$ cat src/rtl/nd_pkg.sv
package nd_pkg;
    typedef enum logic [3:0] {
        ST_IDLE,
        ST_SETUP,
        ST_RAS_A,
        ST_RAS_B,
        ST_CAS_A,
        ST_CAS_B,
        ST_PRECH,
        ST_RF_CAS,
        ST_RF_A,
        ST_RF_B,
        ST_RF_PRE
    } seq_state_t;
endpackage

$ cat src/rtl/nd_refresh_timer.sv
module nd_refresh_timer #(
    parameter int REF_PERIOD = 312
) (
    input  logic clk,
    input  logic rst_n,
    input  logic ack,
    output logic pending
);
    localparam int CW = $clog2(REF_PERIOD);
    localparam logic [CW-1:0] RELOAD = CW'(REF_PERIOD - 1);

    logic [CW-1:0] cnt;

    always_ff @(posedge clk) begin
        if (!rst_n) begin
            cnt     <= RELOAD;
            pending <= 1'b0;
        end else if (cnt == '0) begin
            cnt     <= RELOAD;
            pending <= 1'b1;
        end else begin
            cnt <= cnt - 1'b1;
            if (ack) pending <= 1'b0;
        end
    end
endmodule

$ cat src/rtl/nd_arbiter.sv
module nd_arbiter #(
    parameter int NREQ = 3
) (
    input  logic [NREQ-1:0] req,
    input  logic            block,
    output logic [NREQ-1:0] sel
);
    // lowest index wins
    always_comb begin
        logic found;
        found = 1'b0;
        sel   = '0;
        for (int i = 0; i < NREQ; i++) begin
            if (req[i] && !found && !block) begin
                sel[i] = 1'b1;
                found  = 1'b1;
            end
        end
    end
endmodule

$ cat src/rtl/nd_sequencer.sv
module nd_sequencer
    import nd_pkg::*;
(
    input  logic clk,
    input  logic rst_n,
    input  logic ref_pending,
    input  logic any_sel,
    output logic ref_ack,
    output logic capture,
    output logic ras_n,
    output logic cas_n,
    output logic row_phase,
    output logic col_phase,
    output logic data_phase,
    output logic latch_rd,
    output logic done_phase,
    output logic busy
);
    seq_state_t state, nxt;

    always_comb begin
        nxt = state;
        unique case (state)
            ST_IDLE: begin
                if (ref_pending)  nxt = ST_RF_CAS;
                else if (any_sel) nxt = ST_SETUP;
            end
            ST_SETUP:  nxt = ST_RAS_A;
            ST_RAS_A:  nxt = ST_RAS_B;
            ST_RAS_B:  nxt = ST_CAS_A;
            ST_CAS_A:  nxt = ST_CAS_B;
            ST_CAS_B:  nxt = ST_PRECH;
            ST_PRECH:  nxt = ST_IDLE;
            ST_RF_CAS: nxt = ST_RF_A;
            ST_RF_A:   nxt = ST_RF_B;
            ST_RF_B:   nxt = ST_RF_PRE;
            ST_RF_PRE: nxt = ST_IDLE;
            default:   nxt = ST_IDLE;
        endcase
    end

    always_ff @(posedge clk) begin
        if (!rst_n) state <= ST_IDLE;
        else        state <= nxt;
    end

    always_comb begin
        ref_ack    = 1'b0;
        capture    = 1'b0;
        ras_n      = 1'b1;
        cas_n      = 1'b1;
        row_phase  = 1'b0;
        col_phase  = 1'b0;
        data_phase = 1'b0;
        latch_rd   = 1'b0;
        done_phase = 1'b0;
        busy       = 1'b0;
        unique case (state)
            ST_IDLE: begin
                ref_ack = ref_pending;
                capture = !ref_pending && any_sel;
            end
            ST_SETUP: begin
                row_phase = 1'b1;
                busy      = 1'b1;
            end
            ST_RAS_A, ST_RAS_B: begin
                ras_n      = 1'b0;
                row_phase  = 1'b1;
                data_phase = 1'b1;
                busy       = 1'b1;
            end
            ST_CAS_A: begin
                ras_n      = 1'b0;
                cas_n      = 1'b0;
                col_phase  = 1'b1;
                data_phase = 1'b1;
                busy       = 1'b1;
            end
            ST_CAS_B: begin
                ras_n      = 1'b0;
                cas_n      = 1'b0;
                col_phase  = 1'b1;
                data_phase = 1'b1;
                latch_rd   = 1'b1;
                busy       = 1'b1;
            end
            ST_PRECH: begin
                col_phase  = 1'b1;
                done_phase = 1'b1;
                busy       = 1'b1;
            end
            ST_RF_CAS: cas_n = 1'b0;
            ST_RF_A, ST_RF_B: begin
                ras_n = 1'b0;
                cas_n = 1'b0;
            end
            ST_RF_PRE: ;
            default: ;
        endcase
    end
endmodule

$ cat src/rtl/nibble_dram_ctrl.sv
module nibble_dram_ctrl #(
    parameter int NREQ       = 3,
    parameter int AW         = 16,
    parameter int DW         = 8,
    parameter int REF_PERIOD = 312
) (
    input  logic               clk,
    input  logic               rst_n,
    input  logic [NREQ-1:0]    rq_valid,
    input  logic [NREQ-1:0]    rq_write,
    input  logic [NREQ*AW-1:0] rq_addr,
    input  logic [NREQ*DW-1:0] rq_wdata,
    output logic [NREQ-1:0]    rq_grant,
    output logic [NREQ-1:0]    rq_done,
    output logic [DW-1:0]      rq_rdata,
    output logic [AW/2-1:0]    mem_addr,
    output logic               mem_ras_n,
    output logic               mem_cas_n,
    output logic               mem_we_n,
    output logic               mem_oe,
    output logic [DW/2-1:0]    mem_dq_hi_o,
    output logic [DW/2-1:0]    mem_dq_lo_o,
    input  logic [DW/2-1:0]    mem_dq_hi_i,
    input  logic [DW/2-1:0]    mem_dq_lo_i
);
    localparam int RW = AW / 2;
    localparam int NW = DW / 2;

    logic [NREQ-1:0] sel, owner_q;
    logic [AW-1:0]   addr_a [NREQ];
    logic [DW-1:0]   wd_a   [NREQ];
    logic [AW-1:0]   sel_addr, addr_q;
    logic [DW-1:0]   sel_wd, wdata_q, rdata_q;
    logic            sel_we, we_q;
    logic            ref_pending, ref_ack, capture;
    logic            row_phase, col_phase, data_phase, latch_rd, done_phase, busy;

    for (genvar g = 0; g < NREQ; g++) begin : g_unpack
        assign addr_a[g] = rq_addr[g*AW +: AW];
        assign wd_a[g]   = rq_wdata[g*DW +: DW];
    end

    nd_refresh_timer #(.REF_PERIOD(REF_PERIOD)) u_timer (
        .clk     (clk),
        .rst_n   (rst_n),
        .ack     (ref_ack),
        .pending (ref_pending)
    );

    nd_arbiter #(.NREQ(NREQ)) u_arb (
        .req   (rq_valid),
        .block (ref_pending),
        .sel   (sel)
    );

    nd_sequencer u_seq (
        .clk         (clk),
        .rst_n       (rst_n),
        .ref_pending (ref_pending),
        .any_sel     (|sel),
        .ref_ack     (ref_ack),
        .capture     (capture),
        .ras_n       (mem_ras_n),
        .cas_n       (mem_cas_n),
        .row_phase   (row_phase),
        .col_phase   (col_phase),
        .data_phase  (data_phase),
        .latch_rd    (latch_rd),
        .done_phase  (done_phase),
        .busy        (busy)
    );

    always_comb begin
        sel_addr = '0;
        sel_wd   = '0;
        sel_we   = 1'b0;
        for (int i = 0; i < NREQ; i++) begin
            if (sel[i]) begin
                sel_addr = addr_a[i];
                sel_wd   = wd_a[i];
                sel_we   = rq_write[i];
            end
        end
    end

    always_ff @(posedge clk) begin
        if (!rst_n) begin
            owner_q <= '0;
            addr_q  <= '0;
            wdata_q <= '0;
            we_q    <= 1'b0;
            rdata_q <= '0;
        end else begin
            if (capture) begin
                owner_q <= sel;
                addr_q  <= sel_addr;
                wdata_q <= sel_wd;
                we_q    <= sel_we;
            end
            if (latch_rd) rdata_q <= {mem_dq_hi_i, mem_dq_lo_i};
        end
    end

    assign rq_grant    = busy ? owner_q : '0;
    assign rq_done     = done_phase ? owner_q : '0;
    assign rq_rdata    = rdata_q;
    assign mem_addr    = row_phase ? addr_q[AW-1:RW] : (col_phase ? addr_q[RW-1:0] : '0);
    assign mem_oe      = data_phase && we_q;
    assign mem_we_n    = !(data_phase && we_q);
    assign mem_dq_hi_o = wdata_q[DW-1:NW];
    assign mem_dq_lo_o = wdata_q[NW-1:0];
endmodule

$ cat config.mk
export PLATFORM = sky130hd
export DESIGN_NAME = nibble_dram_ctrl
export DESIGN_NICKNAME = d
export VERILOG_FILES = /design/src/rtl/nd_pkg.sv /design/src/rtl/nd_refresh_timer.sv /design/src/rtl/nd_arbiter.sv /design/src/rtl/nd_sequencer.sv /design/src/rtl/nibble_dram_ctrl.sv
export SDC_FILE = /design/constraint.sdc
export NUM_CORES = 1
export LEC_CHECK = 0
export BUFFER_PORTS_ARGS = -buffer_cell sky130_fd_sc_hd__buf_2
export CORE_UTILIZATION = 46
export CTS_CLUSTER_DIAMETER = 120
export CTS_CLUSTER_SIZE = 28
export DETAILED_ROUTE_END_ITERATION = 8
export HOLD_SLACK_MARGIN = 0.02
export PLACE_DENSITY = 0.79
export SYNTH_ARGS = -nofsm -noshare
export SYNTH_HDL_FRONTEND = slang
export SYNTH_SLANG_ARGS = --single-unit
$ cat constraint.sdc
create_clock -name clk -period 2.3 [get_ports clk]
set_input_delay 0.69 -clock clk [delete_from_list [all_inputs] [get_ports clk]]
set_output_delay 0.69 -clock clk [all_outputs]
set_load 0.02 [all_outputs]
==> results of run 1 <==
what timing repair did:
action / in CTS / in global routing
cloned: 0 / 1
buffers inserted: 0 / 0
gates resized for setup: 1 / 4
pin swaps: 0 / 1
endpoints found under the setup margin: 3 / 33
hold endpoints to repair: 0 / 0
per-stage QoR:
stage               hold WS, ns  instance area, um2  cells
floorplan                 0.379                2570    284
CTS                       0.423                3370    467
global route              0.448                3390    468
detailed placement        0.400                3220    459
finish                    0.420                3390    468
global placement          0.392                3220    459
flip-flops by register name (all words and copies together) (netlist names):
signal / cells
addr_q: 16
owner_q: 3
rq_rdata: 8
u_seq.state: 4
u_timer.cnt: 9
u_timer.pending: 1
wdata_q: 8
we_q: 1
power by group:
| part | internal, W | switching [W] |
|---|---|---|
| Clock | 0.000464 | 0.000292 |
| Combinational | 0.000236 | 0.000288 |
| Sequential | 0.000945 | 0.0000479 |
cells by family (layout without fill, tap and decap cells):
| logic type | count (synthesis) | count (layout) |
|---|---|---|
| AND/OR/NAND/NOR | 103 | 104 |
| AO/OA/AOI/OAI | 84 | 84 |
| flip-flops | 50 | 50 |
| buffers and inverters | 32 | 145 |
| multiplexers | 9 | 9 |
| XOR/XNOR | 4 | 4 |
| adder cells (fa/ha/maj) | 2 | 2 |
routing by layer:
layer | routed length [um] | vias to the layer above
met5 | 0 | -
met3 | 442 | 9
met4 | 85 | 0
met1 | 3140 | 1250
met2 | 3380 | 108
li1 | - | 1297
cells in the final DEF, fill, tap and decap left out, types with 4 or more instances in the layout:
cell type  instances
a21boi_0           5
nor2b_1           10
nor2_1            14
buf_4             10
o21ai_0            6
and2_1             6
xnor2_1            4
dfxtp_1           49
nand3b_1           8
a222oi_1          25
mux2i_1            9
a21oi_1           14
buf_2            121
clkbuf_8           6
o211a_1           25
nand2_1           36
nand3_1           10
inv_1              5
path summary, 6_finish.rpt:
path	end	cells past startpoint	startpoint	slack, ns
hold reg to reg	u_timer.cnt[0]	1	u_timer.cnt[0]	0.42
hold / removal	u_timer.cnt[0]	1	u_timer.cnt[0]	0.42
setup reg to reg	wdata_q[5]	4	u_timer.pending	0.14
setup / recovery	rq_grant[0]	5	u_seq.state[1]	0.10
layout make-up:
class | count | area [um2] | share of cell area, %
tap | 70 | 87.6 | 2.58
clock inverter | 2 | 60.1 | 1.77
clock buffer | 6 | 82.6 | 2.43
multi-input combinational | 203 | 1440 | 42.5
sequential | 50 | 1000 | 29.5
inverter | 5 | 18.8 | 0.553
timing repair buffer | 132 | 701 | 20.7
==> results.yml, run 1 <==
global_routing:
  grt_pass1_wl_um: 11200
  overflow: 0
  first_global_vias: 2510
  antenna_found_initial: 0
  use_met2_pct: 41.2
  grtUsageMet3_pct: 4.64
  met1_usage_pct: 27.8
  grt_max_degree: 52
  top_usage_layer: "met2"
  gr-usage-all-layers_pct: 23.2
synth:
  synth_nets: 374
  synthSimpleGateAreaFrac_pct: 21.4
  synth_top_family_by_area: "compound AO/OA/AOI/OAI gates"
  netlist_instances: 284
  syn_area_per_cell_um2: 9.07
  synth_commonest_cells: "dfxtp_1 (50), nand2_1 (37), a222oi_1 (25), o211a_1 (25), clkbuf_1 (16)"
  synth.top_cell.area_share_pct: 38.9
  synthDistinctLibCells: 39
  ys_warn_count: 0
  syn_area_um2: 2570
  synth_top_flop_cell: "dfxtp_1"
  ys_top_cells_by_area: "dfxtp_1 (39%), a222oi_1 (9.7%), o211a_1 (9.7%)"
  ys_ff_latch: 50
  ys_seq_area_share_pct: 38.9
  synth_compound_area_share_pct: 27.3
  synthAdderAreaFrac_pct: 0.972
  synth_most_common_cell: "dfxtp_1"
  synth_xor_area_share_pct: 1.36
  async_flop_share_pct: 0
  synth_area_leader_cell: "dfxtp_1"
  synth-edff-count: 0
  muxShareOfSynthArea_pct: 3.50
floorplan:
  initial_core_util_pct: 49.2
  die_w_um: 76.8
  num_rows: 26
  io_pins: 122
  die_h_um: 76.8
  coreArea_um2: 5240
  dieArea_um2: 5900
pwr:
  ir_drop_mv: 0.391
  total_power_w: 0.00227
  power_density_nw_per_um2: 670
  p_leak_nw: 1.71
placed_design:
  port_buffers: 121
  dp_slack_ns: -0.214
  place_hpwl_um: 4810
  gp_congestion: 0.809
clock_network:
  hold_buffers: 0
  path_clk_slew_ns: 0.09
  clkSinkCount: 50
  clockRootBuffer: "clkbuf_8"
  cts_buffers: 5
  insertion_delay_ns: 0.30
  cts_tree: "done"
  cts_max_level: 2
  cts.path.max_buffers: 2
finish:
  fillers: 431
  area_growth_pct: 31.7
  drive_above_1_share_pct: 37.9
  diodes: 0
  postLayoutCoreUtil_pct: 64.8
  nets: 487
worst_setup_path:
  cp.arrival_ns: 1.51
  cp_max_fo: 9
  cp.required_ns: 1.61
  crit_chain: "or2_4, o21ai_1, nor2_1, and2_1, buf_2"
  startpoint_type: "flip-flop"
  crit_family: "simple AND/OR/NAND/NOR gates"
  worst_setup_path_end_kind: "output port"
  crit_slowest_cell: "dfxtp_1"
  path_buf_inv: 1
  path_class: "reg2out"
  crit_path_max_incr_delay_ns: 0.37
flow_run:
  maxCapViolCount: 0
drt:
  vias: 2664
  vias_per_cell: 5.69
  drt-pass1-iter-count: 5
  drt-total-wl_um: 7050
  drc: 0
  antenna_left: 0
  post_drt_wl_per_cell_um: 15.1
  drt_iter0_markers: 199
timing:
  rsz0062_at_grt: "no"
  timing.fmax_ghz: 0.455
  worst_slack_ns: 0.102
  fin_crit_sh_pct: 95.5
  slew_headroom_pct: 15.7
  finalSetupViolCount: 0
  finClkSkew_ns: 0.00707
  hold_violations: 0
  worst_pin_slew_ns: 1.26
  slew_viol_final: 0
  fin_setup_tns_ns: 0
  layout_min_cycle_time_ns: 2.20
status:
  outcome: "complete, no violations"
worst_hold_path:
  hold_class: "reg2reg"
(Power assumes the default switching activity.)
==> inputs of run 2 (changes only) <==
--- a/config.mk
+++ b/config.mk
@@ -6,12 +6,14 @@
 export NUM_CORES = 1
 export LEC_CHECK = 0
 export BUFFER_PORTS_ARGS = -buffer_cell sky130_fd_sc_hd__buf_2
+export CORE_MARGIN = 1
 export CORE_UTILIZATION = 46
 export CTS_CLUSTER_DIAMETER = 120
 export CTS_CLUSTER_SIZE = 28
 export DETAILED_ROUTE_END_ITERATION = 8
 export HOLD_SLACK_MARGIN = 0.02
 export PLACE_DENSITY = 0.79
+export SETUP_SLACK_MARGIN = 0.5
 export SYNTH_ARGS = -nofsm -noshare
 export SYNTH_HDL_FRONTEND = slang
 export SYNTH_SLANG_ARGS = --single-unit
==> results.yml, run 2 (synthesis gave the netlist of run 1 again) <==
floorplan:
  io_pins: 122
  num_rows: 26
  initial_core_util_pct: 49.2
  die_w_um: 76.8
  dieArea_um2: 5900
  die_h_um: 76.8
  coreArea_um2: 5240
worst_setup_path:
  cp.arrival_ns: 1.43
  reg2reg_from: "u_seq.state[2]"
  startpoint_type: "flip-flop"
  r2r_setup_slack_ns: 0.26
  worst_setup_path_end_kind: "output port"
  cp.required_ns: 1.61
  path_class: "reg2out"
  reg2reg_to: "addr_q[12]"
  crit_start: "u_seq.state[0]"
  crit_path_end: "rq_grant[1]"
  cp_max_fo: 5
  rr_worst_depth: 9
global_routing:
  grt_max_degree: 44
  first_global_vias: 2715
  grt_pass1_wl_um: 12900
  gr-usage-all-layers_pct: 27.8
  overflow: 0
  antenna_found_initial: 0
finish:
  drive_above_1_share_pct: 52.3
  registers.top_by_ff_count: "addr_q"
  area_growth_pct: 60.1
  diodes: 0
  layout_common_cells: "buf_2 (107), dfxtp_1 (46), nand2_1 (26), a222oi_1 (25), o211a_1 (25)"
  final_common_cell: "buf_2"
  largest_registers: "addr_q (16), u_timer.cnt (9)"
  largest_reg_flops: 16
  fillers: 334
  register_area_um2: 1020
  multi_input_area_um2: 1620
  nets: 519
  design_area_um2: 4120
worst_hold_path:
  hold_class: "reg2reg"
status:
  outcome: "complete, no violations"
timing:
  finalSetupViolCount: 0
  finClkSkew_ns: 0.0180
  slew_viol_final: 0
  fin_setup_tns_ns: 0
  worst_pin_slew_ns: 0.599
  hold_violations: 0
  layout_min_cycle_time_ns: 2.12
  timing.hold.ws_ns: 0.434
  rsz0062_at_grt: "yes"
  timing.fmax_ghz: 0.472
  fin_crit_sh_pct: 92.2
  slew_headroom_pct: 59.7
clock_network:
  path_clk_slew_ns: 0.10
  insertion_delay_ns: 0.31
  cts_tree: "done"
  clockRootBuffer: "clkbuf_8"
  clkSinkCount: 50
  hold_buffers: 0
  cts_max_level: 2
  cts_buffers: 5
  cts.path.max_buffers: 2
drt:
  drt-total-wl_um: 8720
  drt-pass1-iter-count: 5
  antenna_left: 0
  drc: 0
  post_drt_wl_per_cell_um: 17.4
  vias_per_cell: 5.91
  vias: 2953
  drt_iter0_markers: 339
pwr:
  power_density_nw_per_um2: 606
  p_leak_nw: 2.00
  ir_drop_mv: 0.360
flow_run:
  maxCapViolCount: 0
placed_design:
  place_hpwl_um: 4890
  placed_cell_area_um2: 3290
  gp_congestion: 0.834
  port_buffers: 121
[run 2: changes by cell type in the layout (fill, tap and decap cells not counted), sizes merged]
cell / previous run / this run
nand2: 37 / 38
buf: 132 / 162
nor4b: 3 / 2
or2: 2 / 3
clkbuf: 6 / 9
bufinv: 2 / 0
[run 2: worst min path at each step]
stage / from / endpoint / slack, ns / cells after the start
after floorplan: u_timer.cnt[0] / u_timer.cnt[0] / 0.38 / 1
after global placement: u_timer.cnt[0] / u_timer.cnt[0] / 0.39 / 1
after detailed placement: u_timer.cnt[0] / u_timer.cnt[0] / 0.42 / 1
after CTS: u_timer.cnt[0] / u_timer.cnt[0] / 0.44 / 1
after global routing: u_timer.cnt[0] / u_timer.cnt[0] / 0.45 / 1
final: u_timer.cnt[0] / u_timer.cnt[0] / 0.43 / 1
[run 2: repair_timing]
action	CTS	global route
endpoints found under the setup margin	40	54
gates resized for setup	67	31
cloned	7	2
pin swaps	13	16
setup buffers	16	6
[run 2: cell type report]
cell class                 count  area share, %
multi-input combinational    204           39.3
sequential                    50           24.7
inverter                       5          0.455
tap                           70           2.13
clock buffer                   8           2.67
timing repair buffer         163           30.8
[run 2: power by group]
part / switching, W / internal [W] / total [W]
logic: 0.000413 / 0.000490 / 0.000903
clock network: 0.000292 / 0.000304 / 0.000596
registers: 0.0000561 / 0.000943 / 0.000999
total: 0.000761 / 0.00174 / 0.00250
[run 2: routing by layer]
| layer | GRT usage, % | routed length, um |
|---|---|---|
| met2 | 48.4 | 4470 |
| met5 | 0 | 0 |
| met3 | 4.17 | 564 |
| met1 | 33.3 | 3450 |
| met4 | 12.9 | 228 |
[run 2: through the flow]
stage,total power (W),setup slack (ns),instances,utilization [%]
floorplan,0.00138,0.473,284,-
global placement,0.00153,0.116,461,62.8
detailed placement,0.00155,0.0426,461,62.8
CTS,0.00240,0.206,492,75.0
global route,0.00261,0.142,500,78.7
finish,0.00250,0.181,500,78.7
[run 2: critical path, stage by stage, from the launching register on]
cell,delay [ns]
dfxtp_4,0.38
or2_4,0.29
o21ai_2,0.13
nor2_2,0.06
and2_4,0.13
buf_6,0.12
